File: config.mk
export PLATFORM = sky130hd
export DESIGN_NAME = uio_regbank
export DESIGN_NICKNAME = d
export VERILOG_FILES = /design/src/rtl/uio_pkg.sv /design/src/rtl/uio_sync.sv /design/src/rtl/uio_hex_dec.sv /design/src/rtl/uio_src_mux.sv /design/src/rtl/uio_regbank.sv
export SDC_FILE = /design/constraint.sdc
export NUM_CORES = 1
export LEC_CHECK = 0
export BUFFER_PORTS_ARGS = -buffer_cell sky130_fd_sc_hd__clkbuf_2
export CAP_MARGIN = 30
export CORE_MARGIN = 5
export CORE_UTILIZATION = 30
export DETAILED_ROUTE_END_ITERATION = 10
export GPL_ROUTABILITY_DRIVEN = 0
export PLACE_DENSITY = 0.61
export REMOVE_ABC_BUFFERS = 1
export SETUP_SLACK_MARGIN = 0.1
export SLEW_MARGIN = 0
export SYNTH_ARGS = -nofsm -noshare
export SYNTH_HDL_FRONTEND = slang
export SYNTH_SLANG_ARGS = --single-unit
File: constraint.sdc
create_clock -name clk_i -period 1.45 [get_ports clk_i]
set_input_delay 0.145 -clock clk_i [delete_from_list [all_inputs] [get_ports clk_i]]
set_output_delay 0.145 -clock clk_i [all_outputs]
set_load 0.005 [all_outputs]
File: src/rtl/uio_pkg.sv
package uio_pkg;
  localparam int unsigned REG_W   = 32;
  localparam int unsigned LED_W   = 4;
  localparam int unsigned SEG_W   = 7;
  localparam int unsigned OUT_W   = 3 * LED_W + 2 * (SEG_W + 1);
  localparam int unsigned IN_W    = 3 + LED_W;
  localparam int unsigned CTRL_W  = OUT_W + 2;
  localparam int unsigned OFF_CTRL  = 0;
  localparam int unsigned OFF_LEFT  = 1;
  localparam int unsigned OFF_RIGHT = 2;
  localparam int unsigned OFF_STAT  = 3;
  localparam int unsigned OFF_RED   = 4;
  localparam int unsigned OFF_GRN   = 5;
  localparam int unsigned OFF_IN    = 6;
  localparam int unsigned OFF_HWSEL = 10;
  localparam int unsigned BIT_HEX_L = OUT_W + 1;
  localparam int unsigned BIT_HEX_R = OUT_W;
endpackage

File: src/rtl/uio_sync.sv
module uio_sync #(
  parameter int unsigned WIDTH  = 7,
  parameter int unsigned STAGES = 2
) (
  input  logic             clk_i,
  input  logic             rst_ni,
  input  logic [WIDTH-1:0] d_i,
  output logic [WIDTH-1:0] q_o
);
  logic [WIDTH-1:0] stage_q [STAGES];

  always_ff @(posedge clk_i or negedge rst_ni) begin
    if (!rst_ni) stage_q[0] <= '0;
    else         stage_q[0] <= d_i;
  end

  for (genvar s = 1; s < STAGES; s++) begin : g_stage
    always_ff @(posedge clk_i or negedge rst_ni) begin
      if (!rst_ni) stage_q[s] <= '0;
      else         stage_q[s] <= stage_q[s-1];
    end
    a_r9_sync_shift: assert property (@(posedge clk_i) disable iff (!rst_ni)
      1'b1 |=> stage_q[s] == $past(stage_q[s-1]));
  end

  assign q_o = stage_q[STAGES-1];
endmodule

File: src/rtl/uio_hex_dec.sv
module uio_hex_dec (
  input  logic [3:0] nib_i,
  output logic [6:0] seg_o
);
  // active-high, bit 0 = segment a
  always_comb begin
    unique case (nib_i)
      4'h0: seg_o = 7'h3F;
      4'h1: seg_o = 7'h06;
      4'h2: seg_o = 7'h5B;
      4'h3: seg_o = 7'h4F;
      4'h4: seg_o = 7'h66;
      4'h5: seg_o = 7'h6D;
      4'h6: seg_o = 7'h7D;
      4'h7: seg_o = 7'h07;
      4'h8: seg_o = 7'h7F;
      4'h9: seg_o = 7'h6F;
      4'hA: seg_o = 7'h77;
      4'hB: seg_o = 7'h7C;
      4'hC: seg_o = 7'h39;
      4'hD: seg_o = 7'h5E;
      4'hE: seg_o = 7'h79;
      default: seg_o = 7'h71;
    endcase
  end
endmodule

File: src/rtl/uio_src_mux.sv
module uio_src_mux #(
  parameter int unsigned WIDTH = 28
) (
  input  logic [WIDTH-1:0] sw_i,
  input  logic [WIDTH-1:0] hw_i,
  input  logic             pwm_i,
  input  logic [WIDTH-1:0] hw_en_i,
  input  logic [WIDTH-1:0] pwm_en_i,
  output logic [WIDTH-1:0] out_o
);
  for (genvar b = 0; b < WIDTH; b++) begin : g_bit
    logic hw_bit;
    assign hw_bit   = pwm_en_i[b] ? pwm_i : hw_i[b];
    assign out_o[b] = hw_en_i[b] ? hw_bit : sw_i[b];
  end
endmodule

File: src/rtl/uio_regbank.sv
module uio_regbank
  import uio_pkg::*;
#(
  parameter int unsigned ADDR_W      = 4,
  parameter int unsigned SYNC_STAGES = 2
) (
  input  logic              clk_i,
  input  logic              rst_ni,
  input  logic [ADDR_W-1:0] addr_i,
  input  logic              wr_en_i,
  input  logic [REG_W-1:0]  wr_data_i,
  output logic [REG_W-1:0]  rd_data_o,
  input  logic [OUT_W-1:0]  hw_out_i,
  input  logic              pwm_i,
  input  logic              btn_up_i,
  input  logic              btn_mid_i,
  input  logic              btn_down_i,
  input  logic [LED_W-1:0]  dip_i,
  output logic [LED_W-1:0]  status_led_o,
  output logic [LED_W-1:0]  red_led_o,
  output logic [LED_W-1:0]  green_led_o,
  output logic [SEG_W-1:0]  seg_left_o,
  output logic              dp_left_o,
  output logic [SEG_W-1:0]  seg_right_o,
  output logic              dp_right_o
);
  logic [CTRL_W-1:0] ctrl_q;
  logic [OUT_W-1:0]  hwsel_q;
  logic [SEG_W-1:0]  left_q, right_q;
  logic              left_dp_q, right_dp_q;
  logic [LED_W-1:0]  stat_q, red_q, grn_q;
  logic [IN_W-1:0]   in_sync;
  logic [REG_W-1:0]  rd_next;
  logic              mapped;

  logic unused_wdata;
  assign unused_wdata = ^{wr_data_i[REG_W-1:CTRL_W], wr_data_i[SEG_W]};

  function automatic logic hit(logic [ADDR_W-1:0] a, int unsigned off);
    return a == ADDR_W'(off);
  endfunction

  always_ff @(posedge clk_i or negedge rst_ni) begin
    if (!rst_ni) begin
      ctrl_q     <= '0;
      hwsel_q    <= '0;
      left_q     <= '0;
      right_q    <= '0;
      left_dp_q  <= 1'b0;
      right_dp_q <= 1'b0;
      stat_q     <= '0;
      red_q      <= '0;
      grn_q      <= '0;
    end else if (wr_en_i) begin
      if (hit(addr_i, OFF_CTRL))  ctrl_q  <= wr_data_i[CTRL_W-1:0];
      if (hit(addr_i, OFF_HWSEL)) hwsel_q <= wr_data_i[OUT_W-1:0];
      if (hit(addr_i, OFF_LEFT)) begin
        left_q    <= wr_data_i[SEG_W-1:0];
        left_dp_q <= wr_data_i[SEG_W+1];
      end
      if (hit(addr_i, OFF_RIGHT)) begin
        right_q    <= wr_data_i[SEG_W-1:0];
        right_dp_q <= wr_data_i[SEG_W+1];
      end
      if (hit(addr_i, OFF_STAT)) stat_q <= wr_data_i[LED_W-1:0];
      if (hit(addr_i, OFF_RED))  red_q  <= wr_data_i[LED_W-1:0];
      if (hit(addr_i, OFF_GRN))  grn_q  <= wr_data_i[LED_W-1:0];
    end
  end

  uio_sync #(.WIDTH(IN_W), .STAGES(SYNC_STAGES)) u_sync (
    .clk_i  (clk_i),
    .rst_ni (rst_ni),
    .d_i    ({btn_up_i, btn_mid_i, btn_down_i, dip_i}),
    .q_o    (in_sync)
  );

  // digit segment sources
  logic [SEG_W-1:0] left_dec, right_dec, left_sw, right_sw;

  uio_hex_dec u_dec_l (.nib_i(left_q[3:0]),  .seg_o(left_dec));
  uio_hex_dec u_dec_r (.nib_i(right_q[3:0]), .seg_o(right_dec));

  assign left_sw  = ctrl_q[BIT_HEX_L] ? left_dec  : left_q;
  assign right_sw = ctrl_q[BIT_HEX_R] ? right_dec : right_q;

  logic [OUT_W-1:0] sw_vec, out_vec;
  assign sw_vec = {stat_q, red_q, grn_q, right_dp_q, right_sw, left_dp_q, left_sw};

  uio_src_mux #(.WIDTH(OUT_W)) u_mux (
    .sw_i     (sw_vec),
    .hw_i     (hw_out_i),
    .pwm_i    (pwm_i),
    .hw_en_i  (ctrl_q[OUT_W-1:0]),
    .pwm_en_i (hwsel_q),
    .out_o    (out_vec)
  );

  assign status_led_o = out_vec[27:24];
  assign red_led_o    = out_vec[23:20];
  assign green_led_o  = out_vec[19:16];
  assign dp_right_o   = out_vec[15];
  assign seg_right_o  = out_vec[14:8];
  assign dp_left_o    = out_vec[7];
  assign seg_left_o   = out_vec[6:0];

  // readback
  always_comb begin
    rd_next = '0;
    if (hit(addr_i, OFF_CTRL))  rd_next = REG_W'(ctrl_q);
    if (hit(addr_i, OFF_HWSEL)) rd_next = REG_W'(hwsel_q);
    if (hit(addr_i, OFF_LEFT))  rd_next = REG_W'({left_dp_q, 1'b0, left_q});
    if (hit(addr_i, OFF_RIGHT)) rd_next = REG_W'({right_dp_q, 1'b0, right_q});
    if (hit(addr_i, OFF_STAT))  rd_next = REG_W'(stat_q);
    if (hit(addr_i, OFF_RED))   rd_next = REG_W'(red_q);
    if (hit(addr_i, OFF_GRN))   rd_next = REG_W'(grn_q);
    if (hit(addr_i, OFF_IN))    rd_next = REG_W'(in_sync);
  end

  always_ff @(posedge clk_i or negedge rst_ni) begin
    if (!rst_ni) rd_data_o <= '0;
    else         rd_data_o <= rd_next;
  end

  assign mapped = (addr_i <= ADDR_W'(OFF_IN)) || hit(addr_i, OFF_HWSEL);

  a_r10_unmapped_zero: assert property (@(posedge clk_i) disable iff (!rst_ni)
    !mapped |=> rd_data_o == '0);

  a_r9_input_ro: assert property (@(posedge clk_i) disable iff (!rst_ni)
    wr_en_i && hit(addr_i, OFF_IN) |=> $stable(ctrl_q) && $stable(hwsel_q) && $stable(sw_vec));

  a_r3_sw_status: assert property (@(posedge clk_i) disable iff (!rst_ni)
    wr_en_i && hit(addr_i, OFF_STAT) && ctrl_q[27:24] == '0
      |=> status_led_o == $past(wr_data_i[LED_W-1:0]));

  a_r5_pwm_status: assert property (@(posedge clk_i) disable iff (!rst_ni)
    ctrl_q[27:24] == 4'hF && hwsel_q[27:24] == 4'hF |-> status_led_o == {LED_W{pwm_i}});
endmodule

---- Word-level counts from Yosys, hierarchy flattened ----
Memory sizes are Yosys's and may differ from the RTL's.
Index checks and enable logic that the tools add are counted.
storage, ports and cells
  input port bits ......................... 75
  memories kept ........................... 2
  word-level logic and storage cells ...... 95
  output and inout bits ................... 60
  memory bits (read-only) ................. 224
  flip-flop bits (word level) ............. 132
memories
  name              depth  width  rd ports  clocked after memory_dff  wr ports  line              RTL
  (name not given)  16     7      1         0                         0         uio_hex_dec.sv:7  unique case (nib_i)
  (name not given)  16     7      1         0                         0         uio_hex_dec.sv:7
cells by class
  reduce and logical (&&, ||, !) cells .... 8
  eq/ne operators ......................... 7
  muxes and demuxes ....................... 66
operators with widths
  cell                                                              number
  32-bit two-way mux                                                7
  1-bit two-way mux                                                 56
  30-bit two-way mux                                                1
  7-bit two-way mux                                                 2
  2-bit AND reduction                                               7
  4-bit by 3-bit == test with 1-bit output (second input constant)  3
  4-bit by 2-bit == test with 1-bit output (second input constant)  2
  4-bit by 1-bit == test with 1-bit output (second input constant)  1
  4-bit == test (second input constant)                             1
  4-bit logical NOT                                                 1

---- Logic depth before layout (Yosys ltp) ----
  word-level depth ........................ 9
  mapped depth ............................ 7
  gate-level depth less buffers ........... 6

---- Cells and area by module ----
Synthesis repeated with hierarchy kept, for this count alone.
unflattened totals
  cell total of the unflattened synthesis .. 546
  area, all modules ....................... 6607.6 um^2
modules (own cells, without submodules)
  module       cells each  instances  area an instance (um^2)  seq. area each (um^2)
  uio_regbank  372         1          5062.4                   2902.8
  uio_hex_dec  33          2          287.8                    0.0
  uio_src_mux  87          1          566.8                    0.0
  uio_sync     21          1          402.9                    350.3

---- Least setup slack after synthesis ----
No wires, ideal clock.
  path kind ............................... reg-to-output
  start ................................... reg left_q[0]
  end ..................................... out seg_left_o[6]
  arrival ................................. 1.359 ns
  setup slack ............................. -0.054 ns
  data required time ...................... 1.305 ns
  buffers on the path ..................... 0
  stages on the path, launching flop included .. 6
  path through ............................ dfrtp_1 ha_1 and2_1 o311ai_0 o21ai_0 o21ai_0
between the ends
  longest elaborated chain between the ends .. 3
ends and longest elaborated chain
  item                    line               RTL
  from (decl)             uio_regbank.sv:29  logic [SEG_W-1:0] left_q, right_q;
  from (signal assigned)  uio_regbank.sv:58  left_q <= wr_data_i[SEG_W-1:0];
  memory 16 x 7 bit       -
  7-bit two-way mux       uio_regbank.sv:84  assign left_sw = ctrl_q[BIT_HEX_L] ? left_dec : left_q;
  1-bit two-way mux       uio_src_mux.sv:14  assign out_o[b] = hw_en_i[b] ? hw_bit : sw_i[b];
  to (decl)               uio_regbank.sv:22  output logic [SEG_W-1:0] seg_left_o,
Every way passes these cells.

---- Worst setup path in the final report ----
  start ................................... reg right_q[1]
  end ..................................... out seg_right_o[3]
between the ends
  longest elaborated chain between the ends .. 3
ends and longest elaborated chain
  item                    line               RTL
  from (decl)             uio_regbank.sv:29
  from (signal assigned)  uio_regbank.sv:62  right_q <= wr_data_i[SEG_W-1:0];
  memory 16 x 7 bit       -
  7-bit two-way mux       uio_regbank.sv:85  assign right_sw = ctrl_q[BIT_HEX_R] ? right_dec : right_q;
  1-bit two-way mux       uio_src_mux.sv:14
  to (decl)               uio_regbank.sv:24  output logic [SEG_W-1:0] seg_right_o,
Every way passes these cells.

==> results.md <==
* CTS root buf: clkbuf_16
* WL/cell at 17.83 um
* Remaining antenna violation count at 0
* TritonCTS Sinks at 130
* Static Leak at 4.368 nW
* Initial Utilization at 0.3031
* RSZ-0062 raised after global routing: yes
* Synth Area in XOR/XNOR at 0
* Hold Crit Depth at 2
* Mapped cell area at 6595 sq um
* Register share of total power at 0.383
* Die width at 158.3 um
* Yosys Warn Count at 0
* Most common cell after layout, fill and taps aside: dfrtp_1
* Syn avg cell area at 11.69 sq um
* Pwr dens at between 1000 and 1500 nW/um^2
* Via count at 5202
* Setup CP Type: flop to output port
* Longest Clk Path Bufs at 2
* Post-synthesis mux area share at 0.2193
* Initial antenna violation count at 0
* Hold Path Class: input pin to flop
* Post-route cell area at ~9400 sq um
* Worst skew pair latency at 0.42 ns
* Tot Pwr at 12.87 mW
* Failing checks: setup timing
* Most frequent cells in the layout: 124 x dfrtp_1, 109 x clkbuf_2, 79 x buf_4
* First-pass GRT wire length at 30510 um
* CP cell instances: buf_6 > ha_4 > mux2_4 > a311oi_2 > a21o_1 > clkbuf_2
* Seq cells post-synth at 130
* Vias in the first global route at between 5000 and 6000
* Syn Inst Count at roughly 560
* WP data required at 1.31 ns
* Tot GR Track Use at 0.1593
* DR iter-0 viols at 246
* Detailed placement HPWL at 14010 um
* Layout cell share with drive strength beyond 1 at 0.4920
* Syn-to-layout area delta at 42.67%
* CP Depth at 6
* DRC violation count after routing at 0
* Delay-heaviest family, CP: flip-flops
* Final WS setup at -0.6022 ns
* Fin nets at just under 900
* Asr flop ratio synth at 1.000
* Clock transition at the registers of the reported paths at 0.06 ns
* Ys flop type: dfrtp_1
* Die height at 158.3 um
* Mean number of vias per cell at 4.751
* Core Area at 21760 sq um
* CTS tree: yes
* Pre-CTS setup slack at -0.3686 ns
* Register area share after synthesis at 0.4933
* I/O pin cnt at 135
* Run status: finished, violations left
* Clock Power Share at 0.322
* Worst Path Buf+Inv at 2
* Fin crit share at 1.415
* Placed inst area at 7993 sq um
* Max Slew Vio Count at 0
* Comb pwr share at 0.295
* Largest net degree at the start of global routing at 38
* Arr. time, crit path at 1.91 ns
* Slowest stage cell on the critical path: dfrtp_2
* Sw Pwr at slightly below 4 mW
* R2R depth at 6
* Simple-Gate Fraction of Synth Area at 0.09751
* EDFF count, synth at 0
* Fmax at about 490 MHz
* PortBufs at 130
* Clock Skew at 0.006981 ns
* H-tree depth at 4
* Internal power component at 8.921 mW
* Setup violators final at 15
* Synth Area in Compound Gates at 0.1214
* Die ar. at 25050 sq um
* CP startpoint kind: flop
* CP Max Fanout at 5
* DR pass1 iterations at 4
* Switching part of the total at 0.3067
* Ant. Diodes at 0
* Maximum VDD drop at 0.5767 mV
* TritonCTS buffer count at 17
* Main combinational cell family by area after synthesis: multiplexers
* Synth unique cells at 59
* Synthesized-area fraction occupied by adder cells at 0.02656
* Total Wirelength at 19530 um
* Final Critical Period at 2.052 ns
* Max-Cap Viols at 0
* Site row count at 54
* Crit end category: output port
* Grt total ovfl at 0
* Max incr delay on CP at between 0.4 and 0.5 ns
* Hold violation count in the final report at 0
metal layers:
layer	GRT usage	routed length (um)	share of wire	vias up
li1	-	-	-	2515
met1	0.2086	8752	0.45	2558
met2	0.2630	9585	0.49	109
met3	0.03588	861	0.044	20
met4	0.05077	328	0.017	0
met5	0	0	0	-
flip-flops by register name, summed over array words and instances (netlist names):
signal,count
ctrl_q,30
rd_data_o,30
hwsel_q,28
left_q,7
right_q,7
u_sync.q_o,7
u_sync.stage_q,7
grn_q,4
red_q,4
stat_q,4
left_dp_q,1
right_dp_q,1
power by group through the flow:
stage                     Sequential [mW]  Combinational, mW  Clock (mW)
after floorplan                      4.82               1.67           0
after global placement               4.95               3.01           0
after detailed placement             4.96               3.04           0
after CTS                            4.89               3.66        4.24
after global routing                 5.03               4.17        4.40
final                                4.93               3.79        4.14
per-stage QoR:
| stage | hold WS, ns | utilization | instances | setup TNS [ns] |
|---|---|---|---|---|
| detailed placement | 0.08774 | 0.3674 | 1007 | -4.122 |
| CTS | 0.0002421 | 0.4266 | 1090 | -8.236 |
| global route | 0.02758 | 0.4325 | 1095 | -9.254 |
| finish | 0.01141 | 0.4325 | 1095 | -7.692 |
| floorplan | -0.1506 | - | 527 | -9.452 |
| global placement | 0.08314 | 0.3674 | 1007 | -4.185 |
worst paths after layout:
check	start	to	slack, ns
setup / recovery	right_q[1]$_DFFE_PN0P_	seg_right_o[3]	-0.60
hold / removal	wr_data_i[5]	ctrl_q[5]$_DFFE_PN0P_	0.01
setup reg to reg	left_q[0]$_DFFE_PN0P_	rd_data_o[0]$_DFF_PN0_	-0.07
hold reg to reg	u_sync.stage_q[13]$_DFF_PN0_	u_sync.q_o[6]$_DFF_PN0_	0.35
max in group asynchronous	rst_ni	grn_q[3]$_DFFE_PN0P_	0.72
min in group asynchronous	rst_ni	rd_data_o[9]$_DFF_PN0_	0.20
cell usage after synthesis, drive strengths merged, types with 4 or more instances:
library cell	n	area, sq um
a311oi	5	43.79
mux2i	29	290.3
a32oi	4	35.03
nor2b	8	57.55
inv	11	41.29
nand3b	5	37.54
dfrtp	130	3253
buf	24	178.9
nor2	61	239.0
mux2	96	1156
a21o	4	30.03
a22oi	21	157.7
nand3	9	50.05
a21oi	29	145.1
o22ai	5	31.28
nand2	19	71.32
ha	14	175.2
nand2b	5	31.28
and2	4	25.02
clkbuf	14	52.55
o21ai	21	105.1
final cells by class:
class                   count  area [sq um]
repair buffers            256          1810
clock buffers              20         466.7
inverters                  11         48.80
well taps                 280         350.3
fillers                  2033         12350
clock inverters            12         107.6
multi-input cells         386          3364
flip-flops and latches    130          3261
what timing repair did:
action	CTS	global route
hold buffers	31	0
hold endpoints to repair	122	0
setup buffers	20	5
pin swaps	41	26
gates resized for setup	67	45
endpoints found under the setup margin	30	32
cells by family (layout without fill, tap and decap cells):
kind of cell,after synthesis,after routing
AO/OA/AOI/OAI,119,119
adder cells (fa/ha/maj),14,14
buffers and inverters,49,299
flip-flops,130,130
multiplexers,125,125
other,1,2
AND/OR/NAND/NOR,126,126
(Power assumes the default switching activity.)
